### src/rtl/dual_mac_engine.sv
module dual_mac_engine (
  input  logic        clk,
  input  logic        rst_n,
  input  logic        en,
  input  logic [3:0]  op,
  input  logic        acc_sel,
  input  logic [15:0] x,
  input  logic [15:0] y,
  input  logic        frac_mode,
  input  logic        signed_mode,
  input  logic        rnd_conv,
  input  logic        sat_en_a,
  input  logic        sat_en_b,
  input  logic        sat_wr_en,
  input  logic        sat_ext,
  output logic [39:0] acc_a,
  output logic [39:0] acc_b,
  output logic [15:0] wr_data,
  output logic        ovf_a,
  output logic        ovf_b,
  output logic        sat_a,
  output logic        sat_b
);
  localparam logic [3:0] OP_HOLD = 4'd0, OP_CLR = 4'd1, OP_ED = 4'd2, OP_EDAC = 4'd3,
                         OP_MAC = 4'd4, OP_MACSQ = 4'd5, OP_MPY = 4'd6, OP_MPYSQ = 4'd7,
                         OP_MPYN = 4'd8, OP_MSC = 4'd9, OP_ADD = 4'd10, OP_SUB = 4'd11,
                         OP_NEG = 4'd12;

  logic signed [16:0] xe, ye, diff, ma, mb;
  logic signed [33:0] prod;
  logic signed [40:0] term, cur, oth, exact, hi, lo;
  logic [39:0] result;
  logic writes, sat_on, clamp_hi, clamp_lo;
  logic is_ed, is_sq;

  assign xe   = signed_mode ? {x[15], x} : {1'b0, x};
  assign ye   = signed_mode ? {y[15], y} : {1'b0, y};
  assign diff = xe - ye;
  assign is_ed = (op == OP_ED) || (op == OP_EDAC);
  assign is_sq = (op == OP_MACSQ) || (op == OP_MPYSQ);
  assign ma   = is_ed ? diff : xe;
  assign mb   = is_ed ? diff : (is_sq ? xe : ye);
  assign prod = 34'(ma) * 34'(mb);
  assign term = frac_mode ? (41'(prod) <<< 1) : 41'(prod);

  assign cur = acc_sel ? 41'($signed(acc_b)) : 41'($signed(acc_a));
  assign oth = acc_sel ? 41'($signed(acc_a)) : 41'($signed(acc_b));

  always_comb begin
    writes = en;
    exact  = cur;
    case (op)
      OP_CLR:                    exact = '0;
      OP_ED, OP_MPY, OP_MPYSQ:   exact = term;
      OP_EDAC, OP_MAC, OP_MACSQ: exact = cur + term;
      OP_MPYN:                   exact = -term;
      OP_MSC:                    exact = cur - term;
      OP_ADD:                    exact = cur + oth;
      OP_SUB:                    exact = cur - oth;
      OP_NEG:                    exact = -cur;
      default:                   writes = 1'b0;
    endcase
  end

  assign hi       = sat_ext ? 41'sh0_7F_FFFF_FFFF : 41'sh0_00_7FFF_FFFF;
  assign lo       = ~hi;
  assign sat_on   = acc_sel ? sat_en_b : sat_en_a;
  assign clamp_hi = sat_on && (exact > hi);
  assign clamp_lo = sat_on && (exact < lo);
  assign result   = clamp_hi ? hi[39:0] : (clamp_lo ? lo[39:0] : exact[39:0]);

  always_ff @(posedge clk or negedge rst_n) begin
    if (!rst_n) begin
      acc_a <= '0; acc_b <= '0;
      ovf_a <= 1'b0; ovf_b <= 1'b0; sat_a <= 1'b0; sat_b <= 1'b0;
    end else if (writes) begin
      if (acc_sel) begin
        acc_b <= result; ovf_b <= exact[40] ^ exact[39]; sat_b <= clamp_hi | clamp_lo;
      end else begin
        acc_a <= result; ovf_a <= exact[40] ^ exact[39]; sat_a <= clamp_hi | clamp_lo;
      end
    end
  end

  logic [39:0] src;
  logic        half_tie;
  logic signed [24:0] rq;

  assign src      = acc_sel ? acc_b : acc_a;
  assign half_tie = (src[15:0] == 16'h8000) && !src[16];
  assign rq       = 25'((41'($signed(src)) + ((rnd_conv && half_tie) ? 41'sd0 : 41'sd32768)) >>> 16);

  always_comb begin
    if (sat_wr_en && rq > 25'sd32767)       wr_data = 16'h7FFF;
    else if (sat_wr_en && rq < -25'sd32768) wr_data = 16'h8000;
    else                                    wr_data = rq[15:0];
  end

  always_comb begin
    if (sat_wr_en && rq > 25'sd32767)
      assert_wr_clamp_hi_R12: assert (wr_data == 16'h7FFF);
  end

  assert_unsel_hold_R6: assert property (@(posedge clk) disable iff (!rst_n)
    (en && acc_sel) |=> acc_a == $past(acc_a));

  assert_idle_hold_R6: assert property (@(posedge clk) disable iff (!rst_n)
    !en |=> (acc_a == $past(acc_a)) && (acc_b == $past(acc_b)));

  assert_clr_zero_R2: assert property (@(posedge clk) disable iff (!rst_n)
    (en && op == OP_CLR && !acc_sel) |=> acc_a == 40'd0);

  assert_norm_clamp_R7: assert property (@(posedge clk) disable iff (!rst_n)
    (writes && !acc_sel && sat_en_a && !sat_ext) |=>
      ($signed(acc_a) <= 40'sh00_7FFF_FFFF) && ($signed(acc_a) >= -40'sh00_8000_0000));

  assert_no_sat_flag_R9: assert property (@(posedge clk) disable iff (!rst_n)
    (writes && acc_sel && !sat_en_b) |=> !sat_b);

  assert_hold_op_R6: assert property (@(posedge clk) disable iff (!rst_n)
    (en && op == OP_HOLD) |=> $stable(acc_a) && $stable(acc_b) && $stable(sat_a) && $stable(sat_b));
endmodule

### config.mk
export PLATFORM = sky130hd
export DESIGN_NAME = dual_mac_engine
export DESIGN_NICKNAME = d
export VERILOG_FILES = /design/src/rtl/dual_mac_engine.sv
export SDC_FILE = /design/constraint.sdc
export NUM_CORES = 1
export LEC_CHECK = 0
export BUFFER_PORTS_ARGS = -buffer_cell sky130_fd_sc_hd__buf_4
export CAP_MARGIN = 20
export CELL_PAD_IN_SITES_DETAIL_PLACEMENT = 0
export CELL_PAD_IN_SITES_GLOBAL_PLACEMENT = 1
export CORE_ASPECT_RATIO = 1.25
export CORE_MARGIN = 4
export CORE_UTILIZATION = 45
export CTS_CLUSTER_SIZE = 14
export DETAILED_ROUTE_END_ITERATION = 10
export GPL_TIMING_DRIVEN = 0
export PLACE_DENSITY = 0.83
export SLEW_MARGIN = 0
export SYNTH_ARGS = -nofsm -noshare
export SYNTH_HDL_FRONTEND = slang
export SYNTH_SLANG_ARGS = --single-unit
### constraint.sdc
create_clock -name clk -period 13.9 [get_ports clk]
set_input_delay 1.39 -clock clk [delete_from_list [all_inputs] [get_ports clk]]
set_output_delay 1.39 -clock clk [all_outputs]
set_load 0.02 [all_outputs]
==> impl_metrics.ini, run 1 <==
[worst_setup_path]
reg2regPathDepth = 37
r2r-start = acc_a[1]$_DFFE_PN0P_
crit_arrival_ps = 16940
critPathLaunch = x[0]
r2r_end = acc_a[25]$_DFFE_PN0P_
path_class = input pin to register
required_ps = 14130
crit_path_start_kind = input pin
end_kind = register
r2r_slack_ps = 4120
crit_fanout = 10
cp_slowest_stage_delay_ps = 610
worst_path_most_repeated_cell = o21ai_2
crit_slowest_cell = fa_2

[floorplan]
die-area_sq_um = 63700
start_util_pct = 45.7
core_area_sq_um = 58700
pin_count = 147
fp.dieW_microns = 226
rows = 99
die_h_microns = 281

[synthesis]
synthCells = 3445
synth_area_leaders = fa_1, dfrtp_1, ha_1
async_flop_share_pct = 100
synth_area_sq_um = 26800
synth_edf_count = 0
ys_seq_area_share_pct = 7.83
ys_warn_count = 0
yosysTopAreaCell = fa_1
ys_seq_elements = 84
synth_top_area_share_pct = 22.3
synth-main-ff-cell = dfrtp_1
syn-num-nets = 3954
yosysUniqueCellTypes = 103
avgSynthCellArea_sq_um = 7.79

[place]
dp_hpwl_mm = 83.0
port_buffers = 143
gp_congestion = 1.05

[timing]
hold_viol = 0
fmax_mhz = 59.9
max_slew_margin_pct = 24.3
setup-violations-final = 82
fin_crit_ps = 16710
period_share_pct = 120
slew_viol_final = 0
finalClockSkew_ps = 10.9
timing.hold.ws_ps = 518
worstMarginPinSlew_ps = 1130
rsz0062_at_grt = yes
fin_ws_ps = -2810

[route]
drt-wirelength-per-cell_microns = 22.6
totalWireLength_mm = 101
drtIter0Drc = 2056
avgViaCountPerCell = 6.02
wl_met2_mm = 48.8
topRoutingLayerUsed = met4
post-route-drc-count = 0
first_pass_iters = 6
met1_length_mm = 38.6
dr_wl_met3_mm = 5.85
ant_nets = 0
num_vias = 26931

[global_route]
grt_pass1_vias = 26903
antenna_found_initial = 0
grt_use_total_pct = 31.1
grt_overflow = 0
grt_max_degree = 85
grt_pass1_wl_mm = 155

[clock_network]
insertion_delay_ps = 350
numCtsBuffers = 9
cts.sinks = 84
clockRootBuffer = clkbuf_16
tritoncts = built
max-clock-path-buffers = 2
cts_htree_levels = 3
path_clk_slew_ps = 60

[cells_and_area]
area_growth_pct = 19.1
layout_common_cells = inv_1, nand2_1, nor2_1
fillCellCount = 5712
layout-drive-gt1-share_pct = 20.6
mostFrequentLayoutCell = inv_1
nets = 4221
num_antenna_cells = 0

[run_status]
violations = negative setup slack
status = complete, but fails checks

[run]
maxCapViolCount = 0

[hold_path]
worst_hold_startpoint = sat_a$_DFFE_PN0P_
min_to = sat_a$_DFFE_PN0P_
hold_depth = 1
hold_class = register to register
-- worst max-delay path: cells and delay by family --
family | cells | cell delay [ps]
and+or+nand+nor | 17 | 3420
AOI/OAI and AO/OA | 30 | 5910
buffers and inverters | 11 | 1290
muxes | 1 | 290
xor gates and xnor gates | 1 | 150
adders and majority gates | 11 | 4470
-- stage by stage --
step	instances	TNS (ps)	util (%)	area [sq um]	worst slack [ps]
detailed placement	4347	-429660	50.3	29500	-5300
CTS	4411	-225360	52.3	30700	-2790
floorplan	3445	-77980	-	27500	-985
finish	4473	-226760	54.4	32000	-2810
global route	4473	-274740	54.4	32000	-3410
global placement	4345	-423380	50.3	29500	-5210
-- timing repair --
action,CTS,global route
hold buffers,0,0
pin swaps,60,119
gates cloned,0,1
setup endpoints to repair,84,84
gates resized for setup,119,176
setup buffers,51,66
-- worst max-delay path by stage --
stage | endpoint | slack (ps)
after global routing | acc_a[32]$_DFFE_PN0P_ | -3410
after detailed placement | acc_a[33]$_DFFE_PN0P_ | -5300
final | acc_a[25]$_DFFE_PN0P_ | -2810
after floorplan | acc_a[1]$_DFFE_PN0P_ | -980
after CTS | acc_a[33]$_DFFE_PN0P_ | -2790
after global placement | acc_a[38]$_DFFE_PN0P_ | -5210
-- layer usage --
layer,vias up,track usage (%)
met3,330,2.27
met4,0,18.9
li1,12426,-
met2,1159,53.7
met1,13016,37.9
met5,-,0
-- area by class of cell --
| cell class | instances | area, sq um | area share, % |
|---|---|---|---|
| clock buffers | 11 | 243 | 0.759 |
| repair buffers | 264 | 2080 | 6.50 |
| multi-input cells | 2776 | 24000 | 75.0 |
| clock inverters | 4 | 50.0 | 0.157 |
| plain buffers | 156 | 973 | 3.05 |
| well taps | 757 | 947 | 2.96 |
| inverters | 421 | 1600 | 5.01 |
| flip-flops and latches | 84 | 2100 | 6.58 |
-- flip-flops by register name, summed over array words and instances, names as in the netlist --
| register | count |
|---|---|
| ovf_a | 1 |
| ovf_b | 1 |
| acc_a | 40 |
| sat_b | 1 |
| acc_b | 40 |
| sat_a | 1 |
-- synthesized netlist by cell type, drive strengths merged (17+ instances only) --
cell type / instances
a31oi: 30
xnor2: 93
nand2: 362
mux2: 98
nor3b: 18
clkbuf: 99
mux2i: 101
nor4: 22
a21oi: 172
xor2: 38
nor2: 367
o21a: 43
and2: 31
o21ai: 217
a211oi: 34
buf: 56
inv: 418
or2: 28
nand2b: 34
o211ai: 30
or3: 28
nand3: 69
a21o: 53
o221ai: 19
nor3: 86
a221oi: 23
o31ai: 20
nand4: 17
a22oi: 21
o22ai: 26
fa: 299
and3: 28
dfrtp: 84
ha: 163
-- logic make-up after synthesis --
kind of cell             count (synthesis)  share of synthesized area [%]
AO/OA/AOI/OAI                          828                           20.8
AND/OR/NAND/NOR                       1152                           20.1
XOR/XNOR                               133                           4.44
multiplexers                           199                           7.88
adder cells (fa/ha/maj)                464                           30.0
buffers and inverters                  585                           9.00
flip-flops                              84                           7.83
Power of run 1 is left out: the tool's default activity adds up to more than one toggle a clock period on the data nets, which glitch-free logic cannot reach.
==> run 2: changes to the inputs <==
--- a/config.mk
+++ b/config.mk
@@ -12,6 +12,7 @@
 export CORE_ASPECT_RATIO = 1.25
 export CORE_MARGIN = 4
 export CORE_UTILIZATION = 45
+export CTS_BUF_LIST = sky130_fd_sc_hd__clkbuf_8
 export CTS_CLUSTER_SIZE = 14
 export DETAILED_ROUTE_END_ITERATION = 10
 export GPL_TIMING_DRIVEN = 0
==> run 2 against run 1 <==
The run still ends with negative setup slack left. Sequential share of layout area hardly changed. Die area stayed put. Clock skew is 5.9 ps higher. First-iteration DRC count is 2.6% lower. Setup slack better by 16 ps. Count of clock-buffer cells in the layout is 1 lower. Largest cell class unchanged. Via count is 0.27% lower. Cell count hardly changed. Sequential cell count stayed put.
==> impl_metrics.ini, run 2 (synthesis gave the netlist of run 1 again) <==
[timing]
rsz0062_at_grt = yes
finalClockSkew_ps = 16.8
period_share_pct = 120
fin_ws_ps = -2790
fmax_mhz = 59.9
slew_viol_final = 0
max_slew_margin_pct = 23.5
worstMarginPinSlew_ps = 1140
setup-violations-final = 82
fin_crit_ps = 16690
hold_viol = 0

[run_status]
violations = negative setup slack
status = complete, but fails checks

[cells_and_area]
layout-drive-gt1-share_pct = 20.6
final_util_pct = 54.2
nets = 4217
mostFrequentLayoutCell = inv_1
layout_common_cells = inv_1, nand2_1, nor2_1
final_cells = 4469
top_regs = acc_a (40), acc_b (40)
area_growth_pct = 18.4
num_antenna_cells = 0

[clock_network]
cts_htree_levels = 3
clockRootBuffer = clkbuf_8
numCtsBuffers = 9
max-clock-path-buffers = 2
tritoncts = built
cts.sinks = 84
insertion_delay_ps = 390
cts_hold_buf = 0
path_clk_slew_ps = 80

[global_route]
grt_pass1_wl_mm = 155
grt_use_total_pct = 31.1
grt_pass1_vias = 26811
antenna_found_initial = 0
grt_overflow = 0
grt_max_degree = 85

[route]
drtIter0Drc = 2002
num_vias = 26857
drt-wirelength-per-cell_microns = 22.5
avgViaCountPerCell = 6.01
first_pass_iters = 6
ant_nets = 0
post-route-drc-count = 0
totalWireLength_mm = 101

[worst_setup_path]
cp_slowest_stage_delay_ps = 610
required_ps = 14170
crit_fanout = 10
end_kind = register
path_class = input pin to register
crit_arrival_ps = 16960
crit_path_start_kind = input pin
worst_path_most_repeated_cell = o21ai_2
crit_slowest_cell = fa_2

[place]
dp_cells = 4347
dp_hpwl_mm = 83.0
dp_slack_ps = -5300
gp_congestion = 1.05
port_buffers = 143

[floorplan]
pin_count = 147
die-area_sq_um = 63700
start_util_pct = 45.7
core_area_sq_um = 58700
rows = 99
die_h_microns = 281
fp.dieW_microns = 226

[hold_path]
hold_class = register to register

[run]
maxCapViolCount = 0
-- run 2: cell types whose count changed in the layout (fill, tap and decap cells not counted), sizes merged --
| cell | previous run | this run |
|---|---|---|
| buf | 324 | 318 |
| inv | 418 | 419 |
| clkbuf | 98 | 99 |
-- run 2: cell type report --
cell class,count,area [sq um]
Buffer,157,977
Clock buffer,10,138
Clock inverter,5,53.8
Fill cell,5729,26900
Inverter,421,1600
Multi-Input combinational cell,2776,23900
Sequential cell,84,2100
Tap cell,757,947
Timing Repair Buffer,259,2040
-- run 2: path summary, 6_finish.rpt --
kind / startpoint / to / slack [ps] / cells past startpoint
max: x[0] / acc_a[17]$_DFFE_PN0P_ / -2790 / 71
min: sat_a$_DFFE_PN0P_ / sat_a$_DFFE_PN0P_ / 520 / 1
max reg2reg: acc_a[1]$_DFFE_PN0P_ / acc_a[17]$_DFFE_PN0P_ / 4060 / 38
min reg2reg: sat_a$_DFFE_PN0P_ / sat_a$_DFFE_PN0P_ / 520 / 1
max in group asynchronous: rst_n / acc_a[6]$_DFFE_PN0P_ / 12420 / 2
min in group asynchronous: rst_n / acc_b[37]$_DFFE_PN0P_ / 850 / 1
-- run 2: metrics by stage --
step	TNS [ps]	cell area (sq um)	hold slack (ps)
6_report	-223860	31800	519
2_1_floorplan	-77980	27500	616
5_1_grt	-274330	31800	531
3_3_place_gp	-423380	29500	491
3_5_place_dp	-429660	29500	500
4_1_cts	-221470	30600	523
-- run 2: worst max-delay path: cells and delay by family --
| kind | cells | cell delay [ps] |
|---|---|---|
| mux | 1 | 280 |
| fa+ha+maj | 11 | 4460 |
| compound gates | 30 | 5890 |
| buf+inv | 11 | 1300 |
| simple gates | 17 | 3440 |
| xor+xnor | 1 | 150 |
-- run 2: metal layers --
| layer | vias to the layer above | global-route usage, % | part of all wire (%) |
|---|---|---|---|
| met5 | - | 0 | 0 |
| met4 | 0 | 18.8 | 7.6 |
| met3 | 318 | 2.16 | 5.6 |
| met2 | 1135 | 53.6 | 48 |
| met1 | 13000 | 37.9 | 38 |
| li1 | 12404 | - | - |
-- run 2: timing repair --
action / in CTS / in global routing
endpoints found under the setup margin: 84 / 84
cloned: 0 / 1
resized for setup: 118 / 172
buffers inserted: 51 / 61
endpoints found under the hold margin: 0 / 0
pin swaps: 60 / 119
Power of run 2 is left out for the same reason.
